--- src/rtl/periodic_rate_gen.sv ---
module periodic_rate_gen #(
  parameter int CNT_W  = 16,
  parameter int RATE_W = 4
) (
  input  logic              clk,
  input  logic              rst_n,
  input  logic              base_tick,
  input  logic [RATE_W-1:0] rate_sel,
  input  logic              per_irq_en,
  input  logic              sqwave_en,
  output logic              per_tick,
  output logic              irq_raise,
  output logic [7:0]        status_set,
  output logic              sqw_pulse
);
  localparam int               REMAP_ADD = 7;
  localparam int               IRQ_BIT   = 7;
  localparam int               PER_BIT   = 6;
  localparam logic [7:0]       FLAG_MASK = 8'((1 << IRQ_BIT) | (1 << PER_BIT));
  localparam logic [CNT_W-1:0] ONE       = CNT_W'(1);

  logic [CNT_W-1:0]  cnt, cnt_nxt, mask;
  logic [RATE_W-1:0] eff_code;
  logic              running, fire;

  assign eff_code = (rate_sel == RATE_W'(1) || rate_sel == RATE_W'(2))
                    ? rate_sel + RATE_W'(REMAP_ADD) : rate_sel;
  assign mask     = (ONE << (eff_code - RATE_W'(1))) - ONE;
  assign cnt_nxt  = cnt + ONE;
  assign running  = (rate_sel != '0) && (per_irq_en || sqwave_en);
  assign fire     = base_tick && running && ((cnt_nxt & mask) == '0);

  always_ff @(posedge clk) begin
    if (!rst_n) begin
      cnt        <= '0;
      per_tick   <= 1'b0;
      irq_raise  <= 1'b0;
      status_set <= 8'h00;
      sqw_pulse  <= 1'b0;
    end else begin
      if (base_tick) cnt <= cnt_nxt;
      per_tick   <= fire;
      irq_raise  <= fire && per_irq_en;
      status_set <= (fire && per_irq_en) ? FLAG_MASK : 8'h00;
      sqw_pulse  <= fire && sqwave_en;
    end
  end

  assert_no_tick_when_off_R1: assert property (@(posedge clk) disable iff (!rst_n)
    per_tick |-> $past(rate_sel) != '0);

  assert_tick_on_boundary_R5: assert property (@(posedge clk) disable iff (!rst_n)
    per_tick |-> (cnt & $past(mask)) == '0);

  assert_remap_code2_R3: assert property (@(posedge clk) disable iff (!rst_n)
    (per_tick && $past(rate_sel) == RATE_W'(2)) |-> cnt[7:0] == 8'd0);

  assert_tick_needs_enable_R4: assert property (@(posedge clk) disable iff (!rst_n)
    per_tick |-> ($past(per_irq_en) || $past(sqwave_en)));

  assert_irq_gated_R6: assert property (@(posedge clk) disable iff (!rst_n)
    irq_raise |-> ($past(per_irq_en) && per_tick));

  assert_sqw_gated_R7: assert property (@(posedge clk) disable iff (!rst_n)
    sqw_pulse |-> $past(sqwave_en));

  assert_follows_base_R8: assert property (@(posedge clk) disable iff (!rst_n)
    (per_tick || sqw_pulse || irq_raise) |-> $past(base_tick));

  assert_single_cycle_R8: assert property (@(posedge clk) disable iff (!rst_n)
    per_tick |=> !per_tick);
endmodule

--- config.mk ---
export PLATFORM = sky130hd
export DESIGN_NAME = periodic_rate_gen
export DESIGN_NICKNAME = d
export VERILOG_FILES = /design/src/rtl/periodic_rate_gen.sv
export SDC_FILE = /design/constraint.sdc
export NUM_CORES = 1
export LEC_CHECK = 0
export BUFFER_PORTS_ARGS = -buffer_cell sky130_fd_sc_hd__clkbuf_2
export CAP_MARGIN = 20
export CORE_MARGIN = 2
export CORE_UTILIZATION = 34
export DETAILED_ROUTE_END_ITERATION = 8
export PLACE_DENSITY = 0.57
export SETUP_SLACK_MARGIN = 0.15
export SLEW_MARGIN = 20
export SYNTH_ARGS = -nofsm -noshare
export SYNTH_HDL_FRONTEND = slang
export SYNTH_SLANG_ARGS = --single-unit
--- constraint.sdc ---
create_clock -name clk -period 3.7 [get_ports clk]
set_input_delay 0.555 -clock clk [delete_from_list [all_inputs] [get_ports clk]]
set_output_delay 0.555 -clock clk [all_outputs]
set_load 0.01 [all_outputs]
### Word-level counts from Yosys, hierarchy flattened

Cells that the tools add are included.
W data, S select, Z words.

| word-level totals | value |
|---|---|
| register bits | 27 |
| input port bits | 9 |
| output and inout port bits | 11 |

| operators by class | value |
|---|---|
| $add $sub $neg | 4 |
| equal/unequal tests | 2 |
| shifts and indexed selects | 1 |
| muxes and demuxes | 2 |
| bitwise gates (word level) | 1 |
| reduce and logical (&&, ||, !) cells | 9 |

Operators by type and width:

| kind | number |
|---|---|
| $add A16 B1 Y16 const B | 1 |
| $and A16 B16 Y16 | 1 |
| $logic_not A16 Y1 | 1 |
| $shl A1 B4 Y16 const A | 1 |
| $sub A16 B1 Y16 const B | 1 |
| $mux W8 | 1 |
| $logic_and A1 B1 Y1 | 5 |
| $add A4 B3 Y4 const B | 1 |
| $eq A4 B1 Y1 const B | 1 |
| $eq A4 B2 Y1 const B | 1 |
| $mux W4 | 1 |
| $reduce_bool A4 Y1 | 1 |
| $sub A4 B1 Y4 const B | 1 |
| $logic_or A1 B1 Y1 | 2 |

### Longest topological paths before layout

Gate-level depths: netlist of the first run.

| depth | value |
|---|---|
| depth after elaboration | 11 |
| gate-level depth with buffers | 15 |
| mapped depth without buffers | 12 |

### Worst setup path after synthesis of the first run

OpenSTA, ideal clock, no wires.

| timing path | value |
|---|---|
| kind | input -> register |
| from | input rate_sel[1] |
| to | register per_tick |
| library setup time | 0.092 ns |
| arrival time | 2.921 ns |
| required time | 3.608 ns |
| setup slack | 0.687 ns |
| stages on the path | 11 |
| cells stage by stage | clkinv_1 -> ha_1 -> or3_1 -> nand3b_1 -> ha_1 -> clkbuf_1 -> nand3_1 -> a21oi_1 -> o41ai_1 -> nand3_1 -> nor4_1 |

| between the ends | value |
|---|---|
| word-level cells in the longest chain between the ends | 9 |
| elaborated cells between the ends (all ways) | 14 |
| those cells by class | add/sub: 3; eq/ne: 2; shift: 1; mux: 1; bitwise: 1; reduce/logical: 6 |

Ends and longest elaborated chain:

| item | line | RTL |
|---|---|---|
| from (decl) | 8 | `input logic [RATE_W-1:0] rate_sel,` |
| parallel branches: the longest is 8 deep, another holds $sub A16 B1 Y16 | -- |  |
| $logic_and A1 B1 Y1 (*) | 31 | `assign fire = base_tick && running && ((cnt_nxt & mask) == '0);` |
| to (signal assigned) | 42 | `per_tick <= fire;` |
| to (decl) | 11 | `output logic per_tick,` |

Mark *: on every way between the ends.
A chain may end at the register's enable or synchronous reset.

### Final worst setup path of the first run

| timing path | value |
|---|---|
| from | input rate_sel[1] |
| to | register sqw_pulse |

| between the ends | value |
|---|---|
| word-level cells in the longest chain between the ends | 10 |
| elaborated cells between the ends (all ways) | 15 |
| those cells by class | add/sub: 3; eq/ne: 2; shift: 1; mux: 1; bitwise: 1; reduce/logical: 7 |

Ends and longest elaborated chain:

| item | line | RTL |
|---|---|---|
| parallel branches: the longest is 8 deep, another holds $sub A16 B1 Y16 | -- |  |
| $logic_and A1 B1 Y1 (*) | 31 |  |
| $logic_and A1 B1 Y1 (*) | 45 | `sqw_pulse <= fire && sqwave_en;` |
| to (signal assigned) | 45 |  |
| to (decl) | 14 | `output logic sqw_pulse` |

Marks and branches as above.

==> results of run 1 <==
-- synth_stat cells (3+ instances only) --
cell type,count
xnor2_1,25
dfxtp_1,19
nand3_1,19
nand2_1,16
and2_1,15
nor2_1,13
clkbuf_1,12
a21oi_1,11
nand4_1,10
o21ai_0,9
buf_4,8
nor3_1,8
nor4_1,8
inv_1,7
ha_1,6
xor2_1,6
and3_1,5
buf_2,5
nor2b_1,4
o31ai_1,4
nand3b_1,3
o221ai_1,3
or3_1,3
-- final timing paths --
check,slack [ns],startpoint,to
worst max-delay path,0.51,rate_sel[1],sqw_pulse
worst min-delay path,0.56,per_irq_en,status_set[6]
worst max register to register,1.40,cnt[2],sqw_pulse
worst min register to register,0.60,cnt[6],cnt[6]
-- flip-flops by register name, summed over array words and instances (netlist names) --
signal	flops
cnt	16
per_tick	1
sqw_pulse	1
status_set	1
-- per-stage QoR --
stage          total power [W]  instance area [sq um]  utilization (%)  worst slack [ns]  hold WS, ns
2_1_floorplan        0.0003125                   2023                -            0.6870       0.5393
6_report             0.0004801                   2103            37.51            0.5054       0.5567
3_3_place_gp         0.0003404                   2058            36.70            0.3777       0.5741
5_1_grt              0.0005093                   2103            37.51            0.2979       0.5631
4_1_cts              0.0004828                   2103            37.51            0.5628       0.5546
3_5_place_dp         0.0003389                   2058            36.70            0.3021       0.5738
-- where the power goes --
group	internal [W]	total [W]	switching, W
Clock	0.0000764	0.000142	0.0000659
Sequential	0.000208	0.000212	0.00000483
Combinational	0.0000427	0.000125	0.0000827
Total	0.000327	0.000480	0.000153
-- worst max-delay path, cell delays in order --
cell and delay, ns:
clkbuf_2 0.23, clkinv_1 0.14, ha_1 0.36, or3_1 0.43, nand3b_1 0.18, ha_1 0.30, inv_1 0.04, a21oi_1 0.13
o2111ai_1 0.12, nor4_1 0.35, nand4_1 0.21, nor4_1 0.28
-- cell type report --
cell class | count | area, sq um | share of cell area [%]
clock buffers | 4 | 45.04 | 2.142
multi-input cells | 217 | 1463 | 69.54
well taps | 72 | 90.09 | 4.283
flip-flops and latches | 19 | 380.4 | 18.08
repair buffers | 17 | 95.09 | 4.521
inverters | 8 | 30.03 | 1.428
-- cells by family (layout without fill, tap and decap cells) --
| family | count (synthesis) | in the layout |
|---|---|---|
| flip-flops | 19 | 19 |
| XOR/XNOR | 31 | 31 |
| buffers and inverters | 36 | 29 |
| other | 2 | 7 |
| multiplexers | 2 | 2 |
| AND/OR/NAND/NOR | 110 | 110 |
| AO/OA/AOI/OAI | 61 | 61 |
| adder cells (fa/ha/maj) | 6 | 6 |
-- routing by layer --
layer  track usage [%]  wire (microns)  up-vias
met4             3.729              74        0
met1             23.22            2324      903
met5                 0               0        -
li1                  -               -      963
met3             3.111             334        8
met2             25.25            2344       67
-- placed cells by master, fill, tap and decap left out, types with 4 or more instances in the layout --
master / synthesis / routed
and3_1: 5 / 5
o31ai_1: 4 / 4
conb_1: 2 / 7
inv_1: 7 / 7
nor3_1: 8 / 8
nand3_1: 19 / 19
a21oi_1: 11 / 11
ha_1: 6 / 6
nor2_1: 13 / 13
o21ai_0: 9 / 9
clkbuf_2: 1 / 13
nor4_1: 8 / 8
nand2_1: 16 / 16
nand4_1: 10 / 10
xor2_1: 6 / 6
xnor2_1: 25 / 25
nor2b_1: 4 / 4
and2_1: 15 / 15
buf_4: 8 / 4
dfxtp_1: 19 / 19
==> reports/qor.yml, run 1 <==
hold_violations: 0
max_freq_mhz: 313.0
vias_per_cell: 5.760
dr.pass1.iters: 4
drv_cap: 0
core_sq_mm: 0.005608
synth_top_family_by_area: "simple AND/OR/NAND/NOR gates"
hold_buffers: 0
htree_levels: 1
cts_buffers: 3
vias: 1941
die_area_sq_mm: 0.006525
clockBufferDepth: 2
cp-start-kind: "input pin"
fp-row-count: 27
routedWlPerCell_microns: 15.07
drv_slew: 0
overflow: 0
root_buffer: "clkbuf_8"
outcome: "complete, no violations"
yosys-top-cells-area: "dfxtp_1 (19%), xnor2_1 (11%), nand3_1 (4.7%), and2_1 (4.7%), ha_1 (3.7%)"
syn_inst: 267
finalCriticalPeriod_ns: 3.195
synth_area_sq_mm: 0.002004
vdd_drop_max_v: 0.0001577
grt_pass1_wl_microns: 8404
drt-initial-drc-count: 340
clk_latency_ns: 0.25
rsz0062_at_grt: "no"
async_flop_share_pct: 0
synth_compound_area_share_pct: 23.72
start_util_pct: 35.74
cp_data_arrival_time_ns: 3.36
post-route-period-util_pct: 86.34
cts_tree: "built"
area_growth_pct: 4.931
powerDensity_mw_per_mm2: 228.3
fillers: 605
ios: 20
die_x_microns: 80.78
holdCritPathClass: "in2reg"
die_h_microns: 80.78
synthAdderAreaFrac_pct: 3.745
yosys.area_share.xor_xnor_pct: 13.55
synth_area_per_cell_sq_um: 7.507
final.setup_skew_ns: 0.002161
drtAntennaViolNets: 0
drive_above_1_share_pct: 10.57
ys.flop_type: "dfxtp_1"
finalNonFillerCells: 337
crit_fanout: 14
antenna_found_initial: 0
synth_edf_count: 0
dpl.hpwl_microns: 3789
ys_seq_elements: 19
yosysTopAreaCell: "dfxtp_1"
cts_setup_buffers: 0
fin_nets: 281
synth-simple-area-share_pct: 29.65
grt_pass1_vias: 1757
tns_ns: 0
dpl.cell_count: 333
place.gp.congestion: 0.9386
tightest_slew_ns: 0.6478
synth.area.mux_share_pct: 0.9988
drcViolationCount: 0
seq_area_frac_synth_pct: 18.98
synth_cell_types: 60
holdPathStages: 3
relSlewSlack_pct: 56.35
cts_sinks: 19
yosysWarnings: 0
finalSetupViolCount: 0
power.leakage_nw: 0.7642
cts-resized-gates: 0
io_buffers: 13
r2r_cells: 7
grt_max_degree: 18
endpoint_kind: "flop"
yosys.area.top_type_share_pct: 18.98
grt_usage_pct: 16.24
required_ns: 3.86
insertedDiodeCount: 0
wl_microns: 5077
path_clk_slew_ns: 0.07
criticalPathCategory: "in2reg"
No activity file was read; power rests on OpenSTA's default activity.
==> run 2: changes to the inputs <==
--- a/config.mk
+++ b/config.mk
@@ -9,6 +9,7 @@
 export CAP_MARGIN = 20
 export CORE_MARGIN = 2
 export CORE_UTILIZATION = 34
+export CTS_BUF_LIST = sky130_fd_sc_hd__clkbuf_16
 export DETAILED_ROUTE_END_ITERATION = 8
 export PLACE_DENSITY = 0.57
 export SETUP_SLACK_MARGIN = 0.15
==> run 2 against run 1 <==
Net effect: via count rose by 0.93%; maximum frequency fell by 1.4%; setup slack lost 0.047 ns; non-clock buffer count is the same; sequential cell count stayed put; highest routed layer unchanged.
==> reports/qor.yml, run 2 (synthesis gave the netlist of run 1 again) <==
outcome: "complete, no violations"  # unchanged
grt_max_degree: 18  # unchanged
finish.instance_area_sq_mm: 0.002137  # was 0.002103 sq mm
tns_ns: 0  # unchanged
antenna_found_initial: 0  # unchanged
cts_setup_buffers: 0  # unchanged
start_util_pct: 35.74  # unchanged
vdd_drop_max_v: 0.0001787  # was 0.0001577 V
final_cell_mix: "xnor2_1 (25), nand3_1 (19), dfxtp_1 (19)"  # unchanged
vias: 1959  # was 1,941
insertedDiodeCount: 0  # unchanged
tightest_slew_ns: 0.6717  # was 0.6478 ns
finalSetupViolCount: 0  # unchanged
cts_sinks: 19  # unchanged
clk_latency_ns: 0.25  # about the same
dpl.hpwl_microns: 3789  # unchanged
wl_met2_microns: 2306  # was 2344 microns
p_seq_share_pct: 38.3  # was 44.2%
relSlewSlack_pct: 54.75  # was 56.35%
drcViolationCount: 0  # unchanged
largest_reg_flops: 16  # unchanged
cp-start-kind: "input pin"  # unchanged
drt-initial-drc-count: 279  # was 340
path_clk_slew_ns: 0.05  # was 0.07 ns
grt_pass1_wl_microns: 8418  # was 8404 microns
top_register: "cnt"  # unchanged
hold_violations: 0  # unchanged
htree_levels: 1  # unchanged
drtAntennaViolNets: 0  # unchanged
placed_area_sq_mm: 0.002058  # unchanged
routedWlPerCell_microns: 15.06  # was 15.07 microns
holdCritPathClass: "in2reg"  # unchanged
ios: 20  # unchanged
maxUsedRoutingLayer: "met4"  # unchanged
io_buffers: 13  # unchanged
power.leakage_nw: 0.7838  # was 0.7642 nW
root_buffer: "clkbuf_16"  # was clkbuf_8
sw_frac_of_total_pct: 29.04  # was 31.97%
die_area_sq_mm: 0.006525  # unchanged
crit_fanout: 14  # unchanged
power.internal_w: 0.0003941  # was 0.0003266 W
wl_met1_microns: 2379  # was 2324 microns
power.switching_w: 0.0001613  # was 0.0001535 W
clock_power_share_pct: 39.2  # was 29.6%
cts_tree: "built"  # unchanged
final.setup_skew_ns: 0.002188  # was 0.002161 ns
grt_usage_pct: 16.28  # was 16.24%
wl_microns: 5076  # was 5077 microns
cp_data_arrival_time_ns: 3.40  # was 3.36 ns
final_common_cell: "xnor2_1"  # unchanged
finalCriticalPeriod_ns: 3.241  # was 3.195 ns
dr.pass1.iters: 5  # was 4
max_freq_mhz: 308.5  # was 313.0 MHz
comb_power_share_pct: 22.5  # was 26.1%
fillers: 601  # was 605
wl_met3_microns: 319  # was 334 microns
die_h_microns: 80.78  # unchanged
hold_buffers: 0  # unchanged
endpoint_kind: "flop"  # unchanged
vias_per_cell: 5.813  # was 5.760
required_ns: 3.86  # about the same
power_w: 0.0005555  # was 0.0004801 W
post-route-period-util_pct: 87.60  # was 86.34%
die_x_microns: 80.78  # unchanged
overflow: 0  # unchanged
drv_slew: 0  # unchanged
clockBufferDepth: 2  # unchanged
fp-row-count: 27  # unchanged
cts-resized-gates: 0  # unchanged
rsz0062_at_grt: "no"  # unchanged
area_growth_pct: 6.617  # was 4.931%
drive_above_1_share_pct: 10.57  # unchanged
fin_nets: 281  # unchanged
multi_input_area_sq_mm: 0.001463  # unchanged
cts_buffers: 3  # unchanged
core_sq_mm: 0.005608  # unchanged
criticalPathCategory: "in2reg"  # unchanged
grt_pass1_vias: 1769  # was 1,757
seqCellArea_sq_um: 380.4  # unchanged
powerDensity_mw_per_mm2: 259.9  # was 228.3 mW/mm^2
place.gp.congestion: 0.9386  # unchanged
drv_cap: 0  # unchanged
run 2: area by class of cell:
class	count	share of cell area, %
multi-input combinational	217	68.44
sequential	19	17.80
timing repair buffer	17	4.450
tap	72	4.215
clock buffer	3	3.513
inverter	8	1.405
clock inverter	1	0.1756
run 2: final timing paths:
check	startpoint	slack, ns	cells past startpoint	endpoint
max	rate_sel[1]	0.46	11	sqw_pulse
min	per_irq_en	0.56	3	status_set[6]
max reg2reg	cnt[2]	1.40	7	sqw_pulse
min reg2reg	cnt[6]	0.59	2	cnt[6]
run 2: power groups by stage:
stage          sequential (W)  clock, W  combinational (W)
2_1_floorplan        0.000216         0          0.0000969
3_3_place_gp         0.000217         0           0.000124
3_5_place_dp         0.000217         0           0.000122
4_1_cts              0.000212  0.000223           0.000122
5_1_grt              0.000213  0.000234           0.000136
6_report             0.000213  0.000218           0.000125
run 2: per-layer routing:
layer	GRT usage, %	up-vias
met5	0	-
met4	3.729	0
met3	3.111	8
met2	25.50	78
met1	23.16	910
li1	-	963
run 2: worst max-delay path, stage by stage:
cell and delay (ns):
clkbuf_2 0.23, clkinv_1 0.14, ha_1 0.36, or3_1 0.44
nand3b_1 0.18, ha_1 0.32, inv_1 0.20, a211oi_1 0.08
o41ai_1 0.45, nand3_1 0.19, nor4_1 0.24
run 2: stage by stage:
step / util [%] / cells / setup WS (ns) / hold slack [ns]
after detailed placement: 36.70 / 333 / 0.3021 / 0.5738
after global routing: 38.11 / 337 / 0.2841 / 0.5786
after CTS: 38.11 / 337 / 0.5561 / 0.5625
after global placement: 36.70 / 333 / 0.3777 / 0.5741
final: 38.11 / 337 / 0.4588 / 0.5600
after floorplan: - / 272 / 0.6870 / 0.5393
